**config.mk**
```make
export PLATFORM = sky130hd
export DESIGN_NAME = flash_guard_csr
export DESIGN_NICKNAME = d
export VERILOG_FILES = /design/src/rtl/flash_guard_pkg.sv /design/src/rtl/flash_guard_region.sv /design/src/rtl/flash_guard_cmd.sv /design/src/rtl/flash_guard_irq.sv /design/src/rtl/flash_guard_csr.sv
export SDC_FILE = /design/constraint.sdc
export NUM_CORES = 1
export LEC_CHECK = 0
export BUFFER_PORTS_ARGS = -buffer_cell sky130_fd_sc_hd__buf_4
export CAP_MARGIN = 20
export CORE_AREA = 2 2 65 67
export CTS_CLUSTER_DIAMETER = 40
export CTS_CLUSTER_SIZE = 25
export DETAILED_ROUTE_END_ITERATION = 12
export DIE_AREA = 0 0 67 69
export PLACE_DENSITY = 0.85
export SKIP_LAST_GASP = 1
export SYNTH_ARGS = -nofsm -noshare
export SYNTH_HDL_FRONTEND = slang
export SYNTH_SLANG_ARGS = --single-unit
export TNS_END_PERCENT = 30
```
**constraint.sdc**
```tcl
create_clock -name clk -period 4.1 [get_ports clk]
set_input_delay 0.205 -clock clk [delete_from_list [all_inputs] [get_ports clk]]
set_output_delay 0.205 -clock clk [all_outputs]
set_load 0.01 [all_outputs]
```
**src/rtl/flash_guard_pkg.sv**
```systemverilog
package flash_guard_pkg;

    localparam int SECT_LOG2 = 16;

    typedef enum logic [1:0] {
        OP_NONE = 2'd0,
        OP_BULK = 2'd1,
        OP_SECT = 2'd2,
        OP_PROT = 2'd3
    } op_e;

    typedef struct packed {
        logic [3:0] lvl;
        logic       tb;
    } prot_t;

    localparam logic [2:0] RA_STATUS = 3'd0;
    localparam logic [2:0] RA_ID     = 3'd1;
    localparam logic [2:0] RA_OP     = 3'd2;
    localparam logic [2:0] RA_FLAGS  = 3'd3;
    localparam logic [2:0] RA_MASK   = 3'd4;

    function automatic logic [31:0] status_word(prot_t p, logic busy);
        logic [31:0] w;
        w      = '0;
        w[0]   = busy;
        w[4:2] = p.lvl[2:0];
        w[5]   = p.tb;
        w[6]   = p.lvl[3];
        return w;
    endfunction

    // Sector inside the region described by p, for a device of 2^nlog2 sectors
    function automatic logic prot_hit(prot_t p, int unsigned sect, int unsigned nlog2);
        int unsigned shamt;
        int unsigned span;
        int unsigned total;
        if (p.lvl == 4'd0) return 1'b0;
        shamt = 32'(p.lvl) - 32'd1;
        if (shamt >= nlog2) return 1'b1;
        span  = 32'd1 << shamt;
        total = 32'd1 << nlog2;
        if (p.tb) return sect < span;
        return sect >= (total - span);
    endfunction

endpackage

```
**src/rtl/flash_guard_region.sv**
```systemverilog
module flash_guard_region
    import flash_guard_pkg::*;
#(
    parameter int SECT_W = 4
) (
    input  prot_t             prot,
    input  logic [SECT_W-1:0] sect,
    output logic              hit
);
    assign hit = prot_hit(prot, 32'(sect), SECT_W);
endmodule

```
**src/rtl/flash_guard_cmd.sv**
```systemverilog
module flash_guard_cmd
    import flash_guard_pkg::*;
#(
    parameter int SECT_W = 4
) (
    input  logic              clk,
    input  logic              rst,
    input  logic              op_wr,
    input  logic [31:0]       op_data,
    input  logic              er_ready,
    input  logic              er_done,
    output prot_t             prot,
    output logic              busy,
    output logic              er_valid,
    output logic [SECT_W-1:0] er_sector,
    output logic              er_bulk,
    output logic              ill_erase
);
    op_e               opc;
    logic [SECT_W-1:0] req_sect;
    logic              req_hit;
    logic              start_sect;
    logic              start_bulk;
    logic              set_prot;

    assign opc      = op_e'(op_data[1:0]);
    assign req_sect = op_data[8 +: SECT_W];

    flash_guard_region #(.SECT_W(SECT_W)) i_req_region (
        .prot (prot),
        .sect (req_sect),
        .hit  (req_hit)
    );

    always_comb begin
        start_sect = 1'b0;
        start_bulk = 1'b0;
        set_prot   = 1'b0;
        ill_erase  = 1'b0;
        if (op_wr && !busy) begin
            case (opc)
                OP_SECT: begin
                    if (req_hit) ill_erase  = 1'b1;
                    else         start_sect = 1'b1;
                end
                OP_BULK: begin
                    if (prot.lvl != 4'd0) ill_erase  = 1'b1;
                    else                  start_bulk = 1'b1;
                end
                OP_PROT: set_prot = 1'b1;
                default: ;
            endcase
        end
    end

    always_ff @(posedge clk) begin
        if (rst) begin
            prot      <= '0;
            busy      <= 1'b0;
            er_valid  <= 1'b0;
            er_sector <= '0;
            er_bulk   <= 1'b0;
        end else begin
            if (er_valid && er_ready) er_valid <= 1'b0;
            if (er_done)              busy     <= 1'b0;
            if (start_sect || start_bulk) begin
                busy      <= 1'b1;
                er_valid  <= 1'b1;
                er_bulk   <= start_bulk;
                er_sector <= start_bulk ? '0 : req_sect;
            end
            if (set_prot) begin
                prot.lvl <= op_data[11:8];
                prot.tb  <= (op_data[11:8] != 4'd0) ? op_data[12] : 1'b0;
            end
        end
    end

    AST_REQ_HOLD: assert property (@(posedge clk) disable iff (rst)
        er_valid && !er_ready |=> er_valid && $stable(er_sector) && $stable(er_bulk));
    AST_VALID_UNDER_BUSY: assert property (@(posedge clk) disable iff (rst)
        er_valid |-> busy);
    AST_BULK_OPEN_ONLY: assert property (@(posedge clk) disable iff (rst)
        $rose(er_valid) && er_bulk |-> prot.lvl == 4'd0);
    AST_BUSY_FREEZE: assert property (@(posedge clk) disable iff (rst)
        busy && !er_done |=> $stable(prot));
endmodule

```
**src/rtl/flash_guard_irq.sv**
```systemverilog
module flash_guard_irq (
    input  logic       clk,
    input  logic       rst,
    input  logic       set_erase,
    input  logic       set_write,
    input  logic       flag_wr,
    input  logic [1:0] flag_wdata,
    input  logic       mask_wr,
    input  logic [1:0] mask_wdata,
    output logic [1:0] flags,
    output logic [1:0] mask,
    output logic       irq
);
    logic [1:0] clr;

    assign clr = flag_wr ? flag_wdata : 2'b00;
    assign irq = |(flags & mask);

    always_ff @(posedge clk) begin
        if (rst) begin
            flags <= 2'b00;
            mask  <= 2'b00;
        end else begin
            flags <= (flags & ~clr) | {set_write, set_erase};
            if (mask_wr) mask <= mask_wdata;
        end
    end

    AST_ERASE_FLAG_STICKY: assert property (@(posedge clk) disable iff (rst)
        flags[0] && !(flag_wr && flag_wdata[0]) |=> flags[0]);
    AST_WRITE_FLAG_STICKY: assert property (@(posedge clk) disable iff (rst)
        flags[1] && !(flag_wr && flag_wdata[1]) |=> flags[1]);
    AST_SET_BEATS_CLEAR: assert property (@(posedge clk) disable iff (rst)
        set_erase |=> flags[0]);
endmodule

```
**src/rtl/flash_guard_csr.sv**
```systemverilog
module flash_guard_csr
    import flash_guard_pkg::*;
#(
    parameter int SIZE_LOG2 = 20
) (
    input  logic                           clk,
    input  logic                           rst,
    input  logic [2:0]                     reg_addr,
    input  logic                           reg_wr,
    input  logic [31:0]                    reg_wdata,
    output logic [31:0]                    reg_rdata,
    input  logic                           mem_wr,
    input  logic [SIZE_LOG2-1:0]           mem_addr,
    output logic                           mem_wr_pass,
    output logic                           er_valid,
    input  logic                           er_ready,
    output logic [SIZE_LOG2-SECT_LOG2-1:0] er_sector,
    output logic                           er_bulk,
    input  logic                           er_done,
    output logic                           irq
);
    localparam int SECT_W = SIZE_LOG2 - SECT_LOG2;
    localparam logic [7:0] ID_BYTE = 8'(SIZE_LOG2 + 6);

    prot_t       prot;
    logic        busy;
    logic        ill_erase;
    logic        ill_write;
    logic        wr_hit;
    logic        iss_hit;
    logic [1:0]  flags;
    logic [1:0]  mask;

    flash_guard_cmd #(.SECT_W(SECT_W)) i_cmd (
        .clk       (clk),
        .rst       (rst),
        .op_wr     (reg_wr && reg_addr == RA_OP),
        .op_data   (reg_wdata),
        .er_ready  (er_ready),
        .er_done   (er_done),
        .prot      (prot),
        .busy      (busy),
        .er_valid  (er_valid),
        .er_sector (er_sector),
        .er_bulk   (er_bulk),
        .ill_erase (ill_erase)
    );

    flash_guard_region #(.SECT_W(SECT_W)) i_wr_region (
        .prot (prot),
        .sect (mem_addr[SIZE_LOG2-1 -: SECT_W]),
        .hit  (wr_hit)
    );

    flash_guard_region #(.SECT_W(SECT_W)) i_iss_region (
        .prot (prot),
        .sect (er_sector),
        .hit  (iss_hit)
    );

    assign ill_write   = mem_wr && wr_hit;
    assign mem_wr_pass = mem_wr && !wr_hit;

    flash_guard_irq i_irq (
        .clk        (clk),
        .rst        (rst),
        .set_erase  (ill_erase),
        .set_write  (ill_write),
        .flag_wr    (reg_wr && reg_addr == RA_FLAGS),
        .flag_wdata (reg_wdata[1:0]),
        .mask_wr    (reg_wr && reg_addr == RA_MASK),
        .mask_wdata (reg_wdata[1:0]),
        .flags      (flags),
        .mask       (mask),
        .irq        (irq)
    );

    always_comb begin
        case (reg_addr)
            RA_STATUS: reg_rdata = status_word(prot, busy);
            RA_ID:     reg_rdata = {24'd0, ID_BYTE};
            RA_FLAGS:  reg_rdata = {30'd0, flags};
            RA_MASK:   reg_rdata = {30'd0, mask};
            default:   reg_rdata = 32'd0;
        endcase
    end

    AST_BLOCKED_WRITE_FLAGGED: assert property (@(posedge clk) disable iff (rst)
        mem_wr && !mem_wr_pass |=> flags[1]);
    AST_ISSUED_SECTOR_OPEN: assert property (@(posedge clk) disable iff (rst)
        $rose(er_valid) && !er_bulk |-> !iss_hit);
    AST_PASS_NEEDS_WRITE: assert property (@(posedge clk) disable iff (rst)
        mem_wr_pass |-> mem_wr);
endmodule

```
## Word level (Yosys, flattened, before mapping)

Cells that the tools add are included.
W data, S select, Z words.

- Add/subtract/negate cells: 2
- $lt $le $gt $ge: 5
- Eq/ne operators: 7
- Shift operators: 1
- Muxes and demuxes: 36
- Bitwise logic cells: 4
- Reduce and logical (&&, ||, !) cells: 17

Operators by type and width:

| cell | count |
|---|---|
| $ge A4 B32 Y1 | 2 |
| $lt A4 B32 Y1 | 2 |
| $ge A32 B3 Y1 const B | 1 |
| $mux W1 | 32 |
| $shl A1 B32 Y32 const A | 1 |
| $sub A5 B32 Y32 const A | 1 |
| $pmux W7 S4 | 1 |
| $reduce_bool A4 Y1 | 2 |
| $logic_and A1 B1 Y1 | 7 |
| $eq A3 B2 Y1 const B | 2 |
| $sub A4 B1 Y5 const B | 1 |
| $and A2 B2 Y2 | 2 |
| $eq A2 B2 Y1 const B | 2 |
| $logic_not A4 Y1 | 1 |
| $mux W4 | 1 |
| $reduce_bool A2 Y1 | 2 |
| $eq A3 B1 Y1 const B | 1 |
| $eq A3 B3 Y1 const B | 1 |
| $logic_not A3 Y1 | 1 |
| $eq A2 B1 Y1 const B | 1 |
| $logic_not A1 Y1 | 2 |
| $mux W2 | 1 |
| $not A2 Y2 | 1 |
| $or A2 B2 Y2 | 1 |
| 3 further kinds | 3 |

- Bits in registers: 16
- Output and inout bits: 40

## Logic depth before layout (Yosys ltp)

- Word-level depth: 14
- Gate-level depth with buffers: 16
- Gate-level depth less buffers: 13

## By module

Synthesis repeated with hierarchy kept, for this count alone.

- Cells, all modules: 249
- Area, all modules: 2026.9 um^2

By module, submodules not included:

| module | instances | cells an instance | area an instance (um^2) |
|---|---|---|---|
| flash_guard_region | 2 | 64 | 473.0 |
| flash_guard_cmd | 1 | 55 | 578.1 |
| flash_guard_csr | 1 | 51 | 354.1 |
| flash_guard_irq | 1 | 15 | 148.9 |

## Worst setup path before layout

OpenSTA, ideal clock, no wires.

- Path type: register -> register
- From: register i_cmd.prot[1] (netlist name)
- To: register i_cmd.er_sector[0]
- Arrival time: 2953 ps
- Required time: 3982 ps
- Slack: 1029 ps
- Stages on the path, launching flop included: 16
- Period minus slack after synthesis: 3071 ps
- Cell sequence: dfxtp_1 buf_4 inv_1 ha_1 buf_4 o21ai_2 inv_1 or3_1 xnor2_1 ha_1 o21ai_0 o21bai_1 and4_4 o32a_1 buf_6 mux2i_1

- Word-level cells in the longest chain between the ends: 11
- Elaborated cells on any way between the ends: 24

Ends and longest elaborated chain:

| item | line | text |
|---|---|---|
| $sub A4 B1 Y5 | -- |  |
| $shl A1 B32 Y32 / $ge A32 B3 Y1 (equally long branches) | -- |  |
| $sub A5 B32 Y32, or another cell as far along | -- |  |
| $ge A4 B32 Y1 / $mux W1 (equally long branches) | flash_guard_pkg.sv:44, flash_guard_pkg.sv:43 |  |
| $mux W1 | flash_guard_pkg.sv:44 | `return sect >= (total - span);` |
| $mux W1 | flash_guard_pkg.sv:41 | `span = 32'd1 << shamt;` |
| $mux W1 | flash_guard_pkg.sv:39 | `shamt = 32'(p.lvl) - 32'd1;` |
| $mux W1 | flash_guard_cmd.sv:43 | `if (req_hit) ill_erase = 1'b1;` |
| $mux W1 | flash_guard_cmd.sv:41 | `case (opc)` |
| $mux W1 | flash_guard_cmd.sv:40 | `if (op_wr && !busy) begin` |
| $logic_or A1 B1 Y1 | flash_guard_cmd.sv:66 | `if (start_sect \|\| start_bulk) begin` |
| end signal, assigned | flash_guard_cmd.sv:70 | `er_sector <= start_bulk ? '0 : req_sect;` |
| end, declared | flash_guard_cmd.sv:15 | `output logic [SECT_W-1:0] er_sector,` |

Several ways; a longest one is shown, not always the timed one. The select of a mux whose other input is x is not followed.
A chain may end at the register's enable or synchronous reset.

## Worst setup path in the final report

- From: register i_cmd.prot[2] (netlist name)
- To: register i_cmd.er_sector[1]

- Word-level cells in the longest chain between the ends: 11
- Elaborated cells on any way between the ends: 24

Ends and longest elaborated chain:

| item | line |
|---|---|
| $sub A4 B1 Y5 | -- |
| $shl A1 B32 Y32 / $ge A32 B3 Y1 (equally long branches) | -- |
| $sub A5 B32 Y32, or another cell as far along | -- |
| $ge A4 B32 Y1 / $mux W1 (equally long branches) | flash_guard_pkg.sv:44, flash_guard_pkg.sv:43 |
| $mux W1 | flash_guard_pkg.sv:44 |
| $mux W1 | flash_guard_pkg.sv:41 |
| $mux W1 | flash_guard_pkg.sv:39 |
| $mux W1 | flash_guard_cmd.sv:43 |
| $mux W1 | flash_guard_cmd.sv:41 |
| $mux W1 | flash_guard_cmd.sv:40 |
| $logic_or A1 B1 Y1 | flash_guard_cmd.sv:66 |

Several ways; a longest one is shown, not always the timed one. The select of a mux whose other input is x is not followed.

==> summary.txt <==
Seq/Total Area, Yosys: 0.192
Setup crit end kind: register
Part of the cycle the worst path needs: 0.850
Commonest non-fill, non-tap cell in the layout: buf_4
Via density: 5.11
Synth cell types: 51
Die W: 67 microns
Req. time, crit path: 4.22 ns
CP Launch Type: register
Largest net degree at the start of global routing: 19
Final Hold Vio Count: 0
Worst Hold Launch: er_ready
CTS tree: built
Unrepaired setup endpoints after global routing: false
Clock sink count: 16
Drc violations: 0
IO Pins: 101
DRT Pass-1 Iters: 4
Tightest Pin Transition: 0.508 ns
Post-CTS Resized: 0
Worst Path Max Fanout: 9
CP Cell Sequence: inv_1 > ha_1 > o21ai_2 > inv_1 > or3_1 > xnor2_1 > ha_1 > o21ai_0 > o21bai_1 > and4_4 > o32a_1 > mux2i_1
Final core occ: 0.482
Leak: 0.000865 uW
Setup CP Type: reg -> reg
DRT Wirelength: 3530 microns
Final Non-Filler Cells: 290
Syn-to-layout area delta: 12.9%
First-pass GRT wire length: 5920 microns
GP Congestion: 0.858
Hold Buf Count CTS: 0
Clk_lat worst skew: 0.25 ns
Clk buf depth: 2
CP bufs+invs: 2
Fmax achieved: 287 MHz
Placed cells: 287
Post-Syn Area: 1670 sq um
Slew HR: 0.661
Reg-to-Reg Start: i_cmd.prot[2]
DR WL/cell: 12.2 microns
Synthesis Warnings: 0
FF+latch count, synth: 16
Crit path arrival time: 3.61 ns
Number of nets with antenna violations after routing: 0
Antenna cells: 0
Grt ovf: 0
Row cnt: 23
Worst hold path type: in -> reg
Die ar.: 4620 sq um
Setup WS pre-CTS: 0.633 ns
Pins over their slew limit: 0
Hold Path Stages: 3
Cell family with most CP delay: compound AO/OA/AOI/OAI gates
Critical-path top delay cell: dfxtp_1
Crit path time final: 3.48 ns
# Post-CTS Setup Buffers: 0
Final setup viols: 0
Setup WS post-layout: 0.615 ns
Critical path origin: i_cmd.prot[2]
R2R cell count: 12
Max incr delay on CP: 0.51 ns
Initial antenna violation count: 0
Hold Path Sink: i_cmd.er_valid
Status: completed
Worst-path clk slew: 0.06 ns
Initial DRC Count: 78
Num CTS Buffers: 3
Most frequent cells in the layout: 36 x buf_4, 25 x conb_1, 19 x ha_1
Core area: 3910 sq um
Final net count: 322
Main flop type after synthesis: dfxtp_1
Setup Skew: 0.000797 ns
Port Buffer Count: 34
Final HPWL DP: 2860 microns
Fraction of layout cells with a size suffix above 1: 0.217
Syn avg cell area: 7.88 sq um
Vias in the first global route: 1,395
P per Cell Area: 186 nW/um^2
Async SR Flop Fraction: 0
Setup tns final: 0 ns
Max cap viols: 0
Root buf cell: clkbuf_8
Initial Util: 0.427
Worst IR drop on VDD: 0.000175 V
Number of synthesized flops with an enable pin: 0
Die Span Y: 69 microns
H-tree levels: 1
Critical R2R Capture: i_cmd.er_sector[1]
Gate Count Post-Synth: 212
R2R setup slack: 0.62 ns
Gr usage total: 0.158
Vias: 1,481
sequential cells by signal (all words and copies together), names as in the netlist:
register	cells
i_cmd.prot	5
i_cmd.er_sector	4
i_irq.flags	2
i_irq.mask	2
i_cmd.busy	1
i_cmd.er_bulk	1
i_cmd.er_valid	1
power by group:
part,internal (uW),switching (uW)
clock network,65.1,49.2
registers,157,1.83
logic,33.2,44.1
total,256,95.1
metrics by stage:
stage	cell area (sq um)	hold slack, ns	power [uW]
after global routing	1890	0.234	369
after floorplan	1760	0.344	226
after detailed placement	1850	0.473	239
after global placement	1850	0.464	237
final	1890	0.220	351
after CTS	1890	0.221	353
synth_stat cells, types with 4 or more instances:
library cell   n  area (sq um)
inv_1         12          45.0
nor2b_1        4          25.0
nand3_1        9          45.0
ha_1          19           238
buf_4         29           218
o21ai_0        7          35.0
dfxtp_1       16           320
a21oi_1       16          80.1
nor3_1         5          25.0
mux2i_1        6          60.1
nand2_1       13          48.8
nor2_1        13          48.8
nand2b_1       9          56.3
area by class of cell:
class / count / area, sq um
sequential: 16 / 320
fill: 389 / 2030
timing repair buffer: 36 / 270
inverter: 12 / 45.0
multi-input combinational: 173 / 1150
clock buffer: 3 / 41.3
tap: 50 / 62.6
cell families (layout without fill, tap and decap cells):
kind of cell | after synthesis | in the layout | share of synthesized area
AOI/OAI and AO/OA | 49 | 49 | 0.199
xor gates and xnor gates | 2 | 2 | 0.0105
adders and majority gates | 19 | 19 | 0.142
buffers and inverters | 47 | 51 | 0.176
DFF | 16 | 16 | 0.192
muxes | 6 | 6 | 0.0359
other | 1 | 25 | 0.00224
and+or+nand+nor | 72 | 72 | 0.243
worst reg2reg max path, stage by stage, from the launching register on:
cell	delay, ns
dfxtp_1	0.51
inv_1	0.09
ha_1	0.31
o21ai_2	0.31
inv_1	0.14
or3_1	0.40
xnor2_1	0.24
ha_1	0.27
o21ai_0	0.18
o21bai_1	0.09
and4_4	0.21
o32a_1	0.47
mux2i_1	0.16
worst max-delay path by stage:
stage / end / slack, ns / cells after the start
after CTS: i_cmd.er_sector[2] / 0.61 / 12
after global routing: i_cmd.er_sector[2] / 0.37 / 12
after floorplan: i_cmd.er_sector[0] / 1.03 / 15
after global placement: i_cmd.er_sector[2] / 0.71 / 12
after detailed placement: i_cmd.er_sector[2] / 0.63 / 12
final: i_cmd.er_sector[1] / 0.62 / 12
metal layers:
layer / wire (microns) / up-vias / GRT usage
met1: 1510 / 672 / 0.208
met4: 10 / 0 / 0.0272
met5: 0 / - / 0
met3: 255 / 2 / 0.0310
li1: - / 748 / -
met2: 1760 / 59 / 0.265
Power figures use the tool's default switching activity.
